File: src/rtl/smc_pkg.sv
package smc_pkg;

  typedef enum logic [1:0] {
    ST_IDLE   = 2'd0,
    ST_ACTIVE = 2'd1,
    ST_DONE   = 2'd2
  } seq_state_e;

  typedef enum logic [1:0] {
    FLD_WE_GAP = 2'd0,
    FLD_OE_GAP = 2'd1,
    FLD_RD_LEN = 2'd2,
    FLD_CFG    = 2'd3
  } reg_field_e;

  // Cycles from chip select to write enable: the field plus one.
  function automatic int we_gap_cycles(input int field);
    return field + 1;
  endfunction

  // Cycles from reference point to output enable: the field itself.
  function automatic int oe_gap_cycles(input int field);
    return field;
  endfunction

  // Minimum read length, waived by the configuration flag.
  function automatic int rd_len_cycles(input int field, input bit waive);
    return waive ? 0 : field;
  endfunction

endpackage

File: src/rtl/smc_delay_counter.sv
module smc_delay_counter #(
  parameter int W = 4
) (
  input  logic         clk,
  input  logic         rst_n,
  input  logic         load,
  input  logic [W-1:0] load_val,
  input  logic         run,
  output logic         expired
);
  logic [W-1:0] cnt_q;

  always_ff @(posedge clk or negedge rst_n) begin
    if (!rst_n)                 cnt_q <= '0;
    else if (load)              cnt_q <= load_val;
    else if (run && cnt_q != '0) cnt_q <= cnt_q - 1'b1;
  end

  assign expired = (cnt_q == '0);

  // Counter never wraps: once expired it stays expired until reloaded.
  assert_no_wrap_R3: assert property (@(posedge clk) disable iff (!rst_n)
    (expired && !load) |=> expired);
endmodule

File: src/rtl/smc_timing_regs.sv
module smc_timing_regs #(
  parameter int NUM_BANKS = 4,
  parameter int FIELD_W   = 4,
  parameter int DATA_W    = 32,
  localparam int BANK_AW  = (NUM_BANKS > 1) ? $clog2(NUM_BANKS) : 1,
  localparam int REG_AW   = BANK_AW + 2
) (
  input  logic                         clk,
  input  logic                         rst_n,
  input  logic                         reg_req,
  input  logic                         reg_we,
  input  logic [REG_AW-1:0]            reg_addr,
  input  logic [DATA_W-1:0]            reg_wdata,
  output logic [DATA_W-1:0]            reg_rdata,
  output logic                         reg_ready,
  output logic [NUM_BANKS*FIELD_W-1:0] we_gap_all,
  output logic [NUM_BANKS*FIELD_W-1:0] oe_gap_all,
  output logic [NUM_BANKS*FIELD_W-1:0] rd_len_all,
  output logic [NUM_BANKS-1:0]         waive_all
);
  import smc_pkg::*;

  logic [BANK_AW-1:0] sel_bank;
  reg_field_e         sel_field;
  logic               wr_req;
  logic [DATA_W-1:0]  rd_word;
  logic [DATA_W-1:0]  rdata_q;
  logic               ready_q;

  assign sel_bank  = reg_addr[REG_AW-1:2];
  assign sel_field = reg_field_e'(reg_addr[1:0]);
  assign wr_req    = reg_req && reg_we;

  for (genvar gb = 0; gb < NUM_BANKS; gb++) begin : g_bank
    logic               hit;
    logic [FIELD_W-1:0] we_gap_q, oe_gap_q, rd_len_q;
    logic               waive_q;

    assign hit = wr_req && (sel_bank == BANK_AW'(gb));

    always_ff @(posedge clk or negedge rst_n) begin
      if (!rst_n) begin
        we_gap_q <= '0;
        oe_gap_q <= '0;
        rd_len_q <= '0;
        waive_q  <= 1'b0;
      end else if (hit) begin
        case (sel_field)
          FLD_WE_GAP: we_gap_q <= reg_wdata[FIELD_W-1:0];
          FLD_OE_GAP: oe_gap_q <= reg_wdata[FIELD_W-1:0];
          FLD_RD_LEN: rd_len_q <= reg_wdata[FIELD_W-1:0];
          default:    waive_q  <= reg_wdata[0];
        endcase
      end
    end

    assign we_gap_all[gb*FIELD_W +: FIELD_W] = we_gap_q;
    assign oe_gap_all[gb*FIELD_W +: FIELD_W] = oe_gap_q;
    assign rd_len_all[gb*FIELD_W +: FIELD_W] = rd_len_q;
    assign waive_all[gb]                     = waive_q;
  end

  always_comb begin
    rd_word = '0;
    case (sel_field)
      FLD_WE_GAP: rd_word[FIELD_W-1:0] = we_gap_all[int'(sel_bank)*FIELD_W +: FIELD_W];
      FLD_OE_GAP: rd_word[FIELD_W-1:0] = oe_gap_all[int'(sel_bank)*FIELD_W +: FIELD_W];
      FLD_RD_LEN: rd_word[FIELD_W-1:0] = rd_len_all[int'(sel_bank)*FIELD_W +: FIELD_W];
      default:    rd_word[0]           = waive_all[sel_bank];
    endcase
  end

  // One wait state: response registered one cycle after the request.
  always_ff @(posedge clk or negedge rst_n) begin
    if (!rst_n) begin
      ready_q <= 1'b0;
      rdata_q <= '0;
    end else begin
      ready_q <= reg_req;
      rdata_q <= reg_req ? rd_word : '0;
    end
  end

  assign reg_ready = ready_q;
  assign reg_rdata = rdata_q;

  assert_ready_one_wait_R2: assert property (@(posedge clk) disable iff (!rst_n)
    reg_req |=> reg_ready);
  assert_ready_needs_req_R2: assert property (@(posedge clk) disable iff (!rst_n)
    reg_ready |-> $past(reg_req));
  assert_upper_read_zero_R1: assert property (@(posedge clk) disable iff (!rst_n)
    reg_ready |-> (reg_rdata[DATA_W-1:FIELD_W] == '0));
  // Input assumption: software leaves the unused write bits at zero.
  assert_wdata_upper_zero_R1: assert property (@(posedge clk) disable iff (!rst_n)
    wr_req |-> (reg_wdata[DATA_W-1:FIELD_W] == '0));
endmodule

File: src/rtl/smc_strobe_ctrl.sv
module smc_strobe_ctrl #(
  parameter int NUM_BANKS = 4,
  parameter int FIELD_W   = 4,
  localparam int BANK_AW  = (NUM_BANKS > 1) ? $clog2(NUM_BANKS) : 1,
  localparam int WE_CW    = FIELD_W + 1
) (
  input  logic                         clk,
  input  logic                         rst_n,
  input  logic                         acc_req,
  input  logic [BANK_AW-1:0]           acc_bank,
  input  logic                         acc_write,
  input  logic                         acc_addr_chg,
  input  logic [NUM_BANKS*FIELD_W-1:0] we_gap_all,
  input  logic [NUM_BANKS*FIELD_W-1:0] oe_gap_all,
  input  logic [NUM_BANKS*FIELD_W-1:0] rd_len_all,
  input  logic [NUM_BANKS-1:0]         waive_all,
  output logic [NUM_BANKS-1:0]         mem_cs,
  output logic                         mem_we,
  output logic                         mem_oe,
  output logic                         acc_done
);
  import smc_pkg::*;

  seq_state_e         st_q, st_d;
  logic [BANK_AW-1:0] bank_q;
  logic               write_q;
  logic [FIELD_W-1:0] oe_gap_snap_q;

  // Named internal events used by the assertions.
  logic               start_evt;
  logic               active;
  logic               oe_restart_evt;
  logic               access_end_evt;
  logic               we_expired, oe_expired, rd_expired;

  logic [FIELD_W-1:0] sel_we_gap, sel_oe_gap, sel_rd_len;
  logic               sel_waive;
  logic [WE_CW-1:0]   we_load_val;
  logic [FIELD_W-1:0] oe_load_val, rd_load_val;

  assign sel_we_gap = we_gap_all[int'(acc_bank)*FIELD_W +: FIELD_W];
  assign sel_oe_gap = oe_gap_all[int'(acc_bank)*FIELD_W +: FIELD_W];
  assign sel_rd_len = rd_len_all[int'(acc_bank)*FIELD_W +: FIELD_W];
  assign sel_waive  = waive_all[acc_bank];

  assign active         = (st_q == ST_ACTIVE);
  assign start_evt      = (st_q == ST_IDLE) && acc_req;
  assign oe_restart_evt = active && !write_q && acc_addr_chg;

  assign we_load_val = WE_CW'(we_gap_cycles(int'(sel_we_gap)));
  assign oe_load_val = start_evt ? FIELD_W'(oe_gap_cycles(int'(sel_oe_gap))) : oe_gap_snap_q;
  assign rd_load_val = FIELD_W'(rd_len_cycles(int'(sel_rd_len), sel_waive));

  smc_delay_counter #(.W(WE_CW)) u_we_cnt (
    .clk(clk), .rst_n(rst_n), .load(start_evt), .load_val(we_load_val),
    .run(active), .expired(we_expired));

  smc_delay_counter #(.W(FIELD_W)) u_oe_cnt (
    .clk(clk), .rst_n(rst_n), .load(start_evt || oe_restart_evt), .load_val(oe_load_val),
    .run(active), .expired(oe_expired));

  smc_delay_counter #(.W(FIELD_W)) u_rd_cnt (
    .clk(clk), .rst_n(rst_n), .load(start_evt), .load_val(rd_load_val),
    .run(active), .expired(rd_expired));

  assign mem_we = active && write_q && we_expired;
  assign mem_oe = active && !write_q && oe_expired;
  assign access_end_evt = write_q ? mem_we : (mem_oe && rd_expired);

  always_comb begin
    st_d = st_q;
    case (st_q)
      ST_IDLE:   if (acc_req) st_d = ST_ACTIVE;
      ST_ACTIVE: if (access_end_evt) st_d = ST_DONE;
      default:   st_d = ST_IDLE;
    endcase
  end

  always_ff @(posedge clk or negedge rst_n) begin
    if (!rst_n) begin
      st_q          <= ST_IDLE;
      bank_q        <= '0;
      write_q       <= 1'b0;
      oe_gap_snap_q <= '0;
    end else begin
      st_q <= st_d;
      if (start_evt) begin
        bank_q        <= acc_bank;
        write_q       <= acc_write;
        oe_gap_snap_q <= sel_oe_gap;
      end
    end
  end

  for (genvar gb = 0; gb < NUM_BANKS; gb++) begin : g_cs
    assign mem_cs[gb] = active && (bank_q == BANK_AW'(gb));
  end

  assign acc_done = (st_q == ST_DONE);

  assert_cs_onehot_R10: assert property (@(posedge clk) disable iff (!rst_n)
    $onehot0(mem_cs));
  assert_strobe_needs_cs_R10: assert property (@(posedge clk) disable iff (!rst_n)
    (mem_we || mem_oe) |-> (mem_cs != '0));
  assert_we_oe_exclusive_R10: assert property (@(posedge clk) disable iff (!rst_n)
    !(mem_we && mem_oe));
  assert_cs_bank_held_R10: assert property (@(posedge clk) disable iff (!rst_n)
    ((mem_cs != '0) && !access_end_evt) |=> (mem_cs == $past(mem_cs)));
  assert_we_not_first_R3: assert property (@(posedge clk) disable iff (!rst_n)
    start_evt |=> !mem_we);
  assert_we_ends_access_R3: assert property (@(posedge clk) disable iff (!rst_n)
    mem_we |=> (acc_done && mem_cs == '0 && !mem_we));
  assert_oe_zero_gap_R4: assert property (@(posedge clk) disable iff (!rst_n)
    (start_evt && !acc_write && sel_oe_gap == '0) |=> mem_oe);
  assert_restart_drops_oe_R5: assert property (@(posedge clk) disable iff (!rst_n)
    (oe_restart_evt && !access_end_evt && oe_gap_snap_q != '0) |=> !mem_oe);
  assert_done_single_R8: assert property (@(posedge clk) disable iff (!rst_n)
    acc_done |=> (!acc_done && mem_cs == '0));
endmodule

File: src/rtl/smc_strobe_seq.sv
module smc_strobe_seq #(
  parameter int NUM_BANKS = 4,
  parameter int FIELD_W   = 4,
  parameter int DATA_W    = 32,
  localparam int BANK_AW  = (NUM_BANKS > 1) ? $clog2(NUM_BANKS) : 1,
  localparam int REG_AW   = BANK_AW + 2
) (
  input  logic                 clk,
  input  logic                 rst_n,
  input  logic                 reg_req,
  input  logic                 reg_we,
  input  logic [REG_AW-1:0]    reg_addr,
  input  logic [DATA_W-1:0]    reg_wdata,
  output logic [DATA_W-1:0]    reg_rdata,
  output logic                 reg_ready,
  input  logic                 acc_req,
  input  logic [BANK_AW-1:0]   acc_bank,
  input  logic                 acc_write,
  input  logic                 acc_addr_chg,
  output logic [NUM_BANKS-1:0] mem_cs,
  output logic                 mem_we,
  output logic                 mem_oe,
  output logic                 acc_done
);
  logic [NUM_BANKS*FIELD_W-1:0] we_gap_all, oe_gap_all, rd_len_all;
  logic [NUM_BANKS-1:0]         waive_all;

  smc_timing_regs #(.NUM_BANKS(NUM_BANKS), .FIELD_W(FIELD_W), .DATA_W(DATA_W)) u_regs (
    .clk(clk), .rst_n(rst_n),
    .reg_req(reg_req), .reg_we(reg_we), .reg_addr(reg_addr), .reg_wdata(reg_wdata),
    .reg_rdata(reg_rdata), .reg_ready(reg_ready),
    .we_gap_all(we_gap_all), .oe_gap_all(oe_gap_all),
    .rd_len_all(rd_len_all), .waive_all(waive_all));

  smc_strobe_ctrl #(.NUM_BANKS(NUM_BANKS), .FIELD_W(FIELD_W)) u_ctrl (
    .clk(clk), .rst_n(rst_n),
    .acc_req(acc_req), .acc_bank(acc_bank), .acc_write(acc_write),
    .acc_addr_chg(acc_addr_chg),
    .we_gap_all(we_gap_all), .oe_gap_all(oe_gap_all),
    .rd_len_all(rd_len_all), .waive_all(waive_all),
    .mem_cs(mem_cs), .mem_we(mem_we), .mem_oe(mem_oe), .acc_done(acc_done));
endmodule

File: config.mk
export PLATFORM = sky130hd
export DESIGN_NAME = smc_strobe_seq
export DESIGN_NICKNAME = d
export VERILOG_FILES = /design/src/rtl/smc_pkg.sv /design/src/rtl/smc_delay_counter.sv /design/src/rtl/smc_timing_regs.sv /design/src/rtl/smc_strobe_ctrl.sv /design/src/rtl/smc_strobe_seq.sv
export SDC_FILE = /design/constraint.sdc
export NUM_CORES = 1
export LEC_CHECK = 0
export BUFFER_PORTS_ARGS = -buffer_cell sky130_fd_sc_hd__buf_2
export CAP_MARGIN = 20
export CORE_MARGIN = 1
export CORE_UTILIZATION = 50
export CTS_CLUSTER_DIAMETER = 120
export DETAILED_ROUTE_END_ITERATION = 10
export PLACE_DENSITY = 0.77
export SLEW_MARGIN = 25
export SYNTH_ARGS = -nofsm -noshare
export SYNTH_HDL_FRONTEND = slang
export SYNTH_SLANG_ARGS = --single-unit
File: constraint.sdc
create_clock -name clk -period 1.6 [get_ports clk]
set_input_delay 0.24 -clock clk [delete_from_list [all_inputs] [get_ports clk]]
set_output_delay 0.24 -clock clk [all_outputs]
set_load 0.02 [all_outputs]
==> results of run 1 <==
power groups by stage:
stage / clock network (mW) / registers (mW) / logic [mW]
3_3_place_gp: 0 / 2.94 / 2.73
5_1_grt: 1.59 / 3.05 / 4.07
4_1_cts: 1.53 / 2.95 / 3.28
6_report: 1.47 / 2.99 / 3.75
2_1_floorplan: 0 / 2.88 / 2.06
3_5_place_dp: 0 / 2.98 / 2.84
routing by layer:
metal / share of wire / routed length (um) / up-vias / GRT usage
li1: - / - / 1351 / -
met1: 0.42 / 3840 / 1508 / 0.281
met2: 0.52 / 4760 / 93 / 0.371
met3: 0.048 / 444 / 16 / 0.0399
met4: 0.020 / 186 / 0 / 0.108
met5: 0 / 0 / - / 0
worst max path at each step:
stage / to / slack (ns) / startpoint / cells past startpoint
2_1_floorplan: u_ctrl.u_oe_cnt.cnt_q[3]$_DFFE_PN0P_ / -0.01 / u_ctrl.st_q[1]$_DFFE_PN0P_ / 5
3_3_place_gp: u_regs.reg_rdata[0]$_DFF_PN0_ / -0.20 / reg_addr[2] / 4
3_5_place_dp: u_regs.reg_rdata[0]$_DFF_PN0_ / -0.25 / reg_addr[2] / 4
4_1_cts: mem_we / -0.21 / u_ctrl.u_we_cnt.cnt_q[1]$_DFFE_PN0P_ / 6
5_1_grt: mem_we / -0.28 / u_ctrl.u_we_cnt.cnt_q[1]$_DFFE_PN0P_ / 6
6_report: mem_we / -0.15 / u_ctrl.u_we_cnt.cnt_q[0]$_DFFE_PN0P_ / 6
sequential cells by signal, summed over array words and instances (netlist names):
name,count
u_regs.g_bank.oe_gap_q,16
u_regs.g_bank.rd_len_q,16
u_regs.g_bank.we_gap_q,16
u_ctrl.u_we_cnt.cnt_q,5
u_ctrl.oe_gap_snap_q,4
u_ctrl.u_oe_cnt.cnt_q,4
u_ctrl.u_rd_cnt.cnt_q,4
u_regs.g_bank.waive_q,4
u_regs.reg_rdata,4
u_ctrl.bank_q,2
u_ctrl.st_q,2
u_ctrl.write_q,1
u_regs.reg_ready,1
metrics by stage:
step / cells / cell area, sq um / total power [mW] / utilization / setup TNS, ns
final: 534 / 5460 / 8.22 / 0.655 / -0.966
after global routing: 534 / 5460 / 8.72 / 0.655 / -2.21
after CTS: 523 / 5240 / 7.76 / 0.629 / -0.496
after detailed placement: 496 / 4870 / 5.82 / 0.584 / -3.98
after global placement: 496 / 4870 / 5.67 / 0.584 / -3.30
after floorplan: 365 / 4560 / 4.94 / - / -0.0123
what timing repair did:
action	in CTS	in global routing
buffers inserted	13	11
setup endpoints to repair	12	19
gates resized for setup	26	32
hold buffers	1	0
pin swaps	8	8
gates cloned	0	1
hold endpoints to repair	29	0
cells by family after synthesis:
logic type	synth area share
DFF	0.451
AOI/OAI and AO/OA	0.0285
buffers and inverters	0.0782
and+or+nand+nor	0.0879
xor gates and xnor gates	0.0180
adders and majority gates	0.0143
other	0.000856
muxes	0.321
layout by cell type (no fill, tap or decap), types with 4 or more instances in the layout:
cell type  count
clkbuf_8      11
nand3b_1       5
mux2_4         7
conb_1        28
mux2i_1        6
buf_12         4
nor2_1        16
buf_4         59
inv_1          5
inv_2          4
nand2_1       10
mux2_2        57
o21ai_0        8
buf_6          9
nand2b_1       4
dfrtp_1       78
mux4_2        24
xor2_1         4
buf_2         21
final cells by class:
type	instances	area, sq um	share of cell area
tap	105	131	0.0241
clock buffer	12	155	0.0284
clock inverter	3	42.5	0.00779
multi-input combinational	231	2350	0.431
sequential	79	1980	0.362
timing repair buffer	95	764	0.140
inverter	9	33.8	0.00619
Yosys cell counts, drive strengths merged (6+ instances only):
master and n:
nor2 18, buf 36, o21ai 11, dfrtp 79, nand2b 6, nand3 6, mux2 64, nand2 11
clkbuf 10, mux2i 6, inv 9, mux4 27
critical path: cells and delay by family (launching register included):
family	cells	cell delay [ns]
and+or+nand+nor	3	0.41
DFF	1	0.39
buffers and inverters	2	0.22
adders and majority gates	1	0.13
==> flow_summary.toml, run 1 <==
[cts]
cts.sinks = 79
clkTransAtPathRegs_ns = 0.08
cts_tree = "done"
cts_buffers = 9
htreeDepth = 3
clock_latency_ns = 0.35
root_buffer = "clkbuf_8"
clockBufferDepth = 2

[routing]
routedWlPerCell_um = 17.3
drc = 0
vias = 2968
drtAntennaViolNets = 0
first_pass_iters = 4
routed_wirelength_um = 9230
avgViaCountPerCell = 5.56
drt_iter0_markers = 151

[global_route]
grt_pass1_vias = 3003
grtUsageTotal = 0.223
antenna_found_initial = 0
grt.overflow.total = 0
grt_max_degree = 33
grt_pass1_wl_um = 14700

[critical_path]
slowest_delay_ns = 0.39
r2r-start = "u_ctrl.st_q[1]$_DFFE_PN0P_"
required_ns = 1.36
cp.arrival_ns = 1.51
crit_type = "reg2out"
reg2reg_slack_ns = -0.13
slowest_stage = "dfrtp_1"
ff2ff_path_depth = 6
path_max_fanout = 2
end_kind = "output pin"
cp_cell_sequence = "inv_2, ha_4, nor4b_4, nand2_1, nor2_1, buf_4"
r2r_end = "u_ctrl.u_oe_cnt.cnt_q[1]$_DFFE_PN0P_"
startpoint_type = "flop"

[timing]
hold_viol = 0
fin_crit_sh = 1.09
finalSetupViolCount = 15
report.final.slew_viol_count = 0
fin_ws_ns = -0.146
holdWs_ns = 0.132
fmax_ghz = 0.573
period_needed_ns = 1.75
finClkSkew_ns = 0.00810
rsz0062_at_grt = "yes"

[placement]
dpl_worst_slack_ns = -0.248
dp_hpwl_um = 6690
port_buffers = 28
place.gp.congestion = 0.825

[synth]
ys_top_cells_by_area = "dfrtp_1, mux2_2, mux4_2, buf_4, mux4_1"
mappedNetlistArea_sq_mm = 0.00438
ys_types = 40
synth_cells = 338
synth_ff_type = "dfrtp_1"
synth_edf_count = 0
synth.avg_cell_area_sq_um = 13.0
synth_top_area_frac = 0.451
synth_top_area_cell = "dfrtp_1"
synth-seq-cells = 79
ys_seq_area_frac = 0.451
async_reset_ff_frac = 1.00
yosysWarnings = 0

[status]
outcome = "finished with violations"
violations = "negative setup slack"

[power]
power_frac_comb = 0.457
intPower_mw = 5.53
cellLeakagePower_nw = 2.50
ir_drop_uv = 677
swShare = 0.327
power.sequential.fraction = 0.364
power.switching_mw = 2.69
clock_power_share = 0.179
powerDensity_mw_per_mm2 = 1510

[finish]
layout-drive-gt1-share = 0.527
synthToLayoutAreaGrowth_pct = 24.6
num_antenna_cells = 0
final_nets = 475
fillers = 629

[floorplan]
rows = 33
die-area_sq_mm = 0.00914
ios = 85
die_w_um = 95.6
start_util = 0.526
die_y_um = 95.6
coreArea_sq_mm = 0.00834

[min_path]
hold_path_class = "in2reg"
min_from = "acc_write"
holdPathStages = 2
holdPathEnd = "u_ctrl.write_q$_DFFE_PN0P_"

[run]
maxCapViolCount = 0
No activity file was read; power rests on OpenSTA's default activity.
==> run 2: changes to the inputs <==
--- a/config.mk
+++ b/config.mk
@@ -11,7 +11,10 @@
 export CORE_UTILIZATION = 50
 export CTS_CLUSTER_DIAMETER = 120
 export DETAILED_ROUTE_END_ITERATION = 10
+export GPL_TIMING_DRIVEN = 0
 export PLACE_DENSITY = 0.77
+export SETUP_SLACK_MARGIN = 0.2
+export SKIP_CTS_REPAIR_TIMING = 1
 export SLEW_MARGIN = 25
 export SYNTH_ARGS = -nofsm -noshare
 export SYNTH_HDL_FRONTEND = slang
==> run 2 against run 1 <==
Against the previous run: the flow still finishes with violations (negative setup slack); count of clock-buffer cells in the layout down 1; power up 2.9%; cell area up 1.9%; first-iteration DRC count down 5.3%; cell count up 0.37%; register-to-register slack better by 0.05 ns; clock skew up 0.0020 ns; sequential power about the same; critical path type unchanged; largest cell class unchanged; highest routed layer unchanged.
==> flow_summary.toml, run 2 (synthesis gave the netlist of run 1 again) <==
[cts]
cts_buffers = 9
htreeDepth = 3
clockBufferDepth = 2
root_buffer = "clkbuf_8"
clkTransAtPathRegs_ns = 0.08
clock_latency_ns = 0.35
cts.sinks = 79
cts_tree = "done"

[placement]
dpl_cell_area_sq_mm = 0.00493
dpl_worst_slack_ns = -0.299
place.gp.congestion = 0.776
dp.cells = 496
dp_hpwl_um = 6690
port_buffers = 25

[routing]
routed_wirelength_um = 9550
drt_iter0_markers = 143
avgViaCountPerCell = 5.52
routedWlPerCell_um = 17.8
drc = 0
vias = 2958
first_pass_iters = 4
drtAntennaViolNets = 0

[timing]
fin_crit_sh = 1.14
setup_tns_ns = -0.846
tightestPinTransition_ns = 0.612
finalSetupViolCount = 10
fin_ws_ns = -0.219
finClkSkew_ns = 0.0101
holdWs_ns = 0.121
period_needed_ns = 1.82
report.final.slew_viol_count = 0
fmax_ghz = 0.550
hold_viol = 0
maxSlewHeadroom = 0.592
rsz0062_at_grt = "yes"

[floorplan]
die_y_um = 95.6
coreArea_sq_mm = 0.00834
die_w_um = 95.6
start_util = 0.526
die-area_sq_mm = 0.00914
rows = 33
ios = 85

[finish]
final_common_cell = "dfrtp_1"
largestRegisters = "u_regs.g_bank.oe_gap_q x16, u_regs.g_bank.rd_len_q x16, u_regs.g_bank.we_gap_q x16"
final_nets = 476
layout-drive-gt1-share = 0.548
num_antenna_cells = 0
stdcell_area_sq_mm = 0.00556
synthToLayoutAreaGrowth_pct = 26.9
fillers = 623
fin_util = 0.667
most-common-layout-cells = "dfrtp_1, mux2_2, buf_4"
final_cells = 536

[global_route]
grt_pass1_wl_um = 15000
antenna_found_initial = 0
grt.overflow.total = 0
grt_pass1_vias = 2912
grtUsageTotal = 0.223
grt_max_degree = 42

[power]
cellLeakagePower_nw = 2.51
swShare = 0.330
intPower_mw = 5.67
clock_power_share = 0.215
ir_drop_uv = 696
total_power_mw = 8.45
power.switching_mw = 2.79
power_frac_comb = 0.428
powerDensity_mw_per_mm2 = 1520
power.sequential.fraction = 0.357

[critical_path]
slowest_stage = "dfrtp_1"
crit_type = "reg2out"
path_delay_family = "simple AND/OR/NAND/NOR gates"
startpoint_type = "flop"
cp_cell_sequence = "inv_2, ha_4, nor4b_4, nand2_2, nor2_1, buf_4"
path_max_fanout = 3
r2r-start = "u_ctrl.st_q[1]$_DFFE_PN0P_"
slowest_delay_ns = 0.42
cp-startpoint = "u_ctrl.u_we_cnt.cnt_q[0]$_DFFE_PN0P_"
cp_num_buf_inv = 2
reg2reg_slack_ns = -0.08
end_kind = "output pin"
required_ns = 1.36
cp.arrival_ns = 1.58

[min_path]
min_from = "reg_req"
hold_path_class = "in2reg"

[run]
maxCapViolCount = 0

[status]
outcome = "finished with violations"
violations = "negative setup slack"
run 2: changes by cell type in the layout (fill, tap and decap cells not counted), sizes merged:
cell and delta:
clkinv -1, bufinv +2, clkbuf +5, clkinvlp +1, buf -5
run 2: final cells by class:
type	count	area (sq um)	area share
tap	105	131	0.0236
multi-input combinational	231	2420	0.434
clock inverter	5	105	0.0189
clock buffer	11	141	0.0254
buffer	46	380	0.0684
sequential	79	1980	0.356
inverter	9	33.8	0.00607
timing repair buffer	50	375	0.0675
run 2: power by group through the flow:
stage	Combinational (mW)	Sequential (mW)	Clock, mW
detailed placement	2.66	3.00	0
global route	3.89	3.09	1.93
CTS	2.68	2.96	1.83
finish	3.62	3.02	1.81
floorplan	2.13	2.89	0
global placement	2.58	2.96	0
run 2: worst register-to-register path, delay by kind of cell (launching register included):
| family | cells | cell delay [ns] |
|---|---|---|
| simple gates | 2 | 0.38 |
| buf+inv | 1 | 0.14 |
| mux | 2 | 0.61 |
| flops | 1 | 0.44 |
run 2: worst paths after layout:
path	to	cells past startpoint
setup / recovery	mem_we	6
hold / removal	u_regs.reg_ready$_DFF_PN0_	1
setup reg to reg	u_ctrl.u_oe_cnt.cnt_q[3]$_DFFE_PN0P_	5
hold reg to reg	u_ctrl.oe_gap_snap_q[3]$_DFF_PN0_	1
max in group asynchronous	u_ctrl.st_q[1]$_DFFE_PN0P_	3
min in group asynchronous	u_regs.g_bank[0].we_gap_q[0]$_DFFE_PN0P_	2
run 2: metal layers:
| metal | wire (um) | track usage | vias up | part of all wire |
|---|---|---|---|---|
| met1 | 4190 | 0.302 | 1487 | 0.44 |
| li1 | - | - | 1350 | - |
| met2 | 4680 | 0.357 | 105 | 0.49 |
| met3 | 496 | 0.0526 | 16 | 0.052 |
| met4 | 180 | 0.0684 | 0 | 0.019 |
| met5 | 0 | 0 | - | 0 |
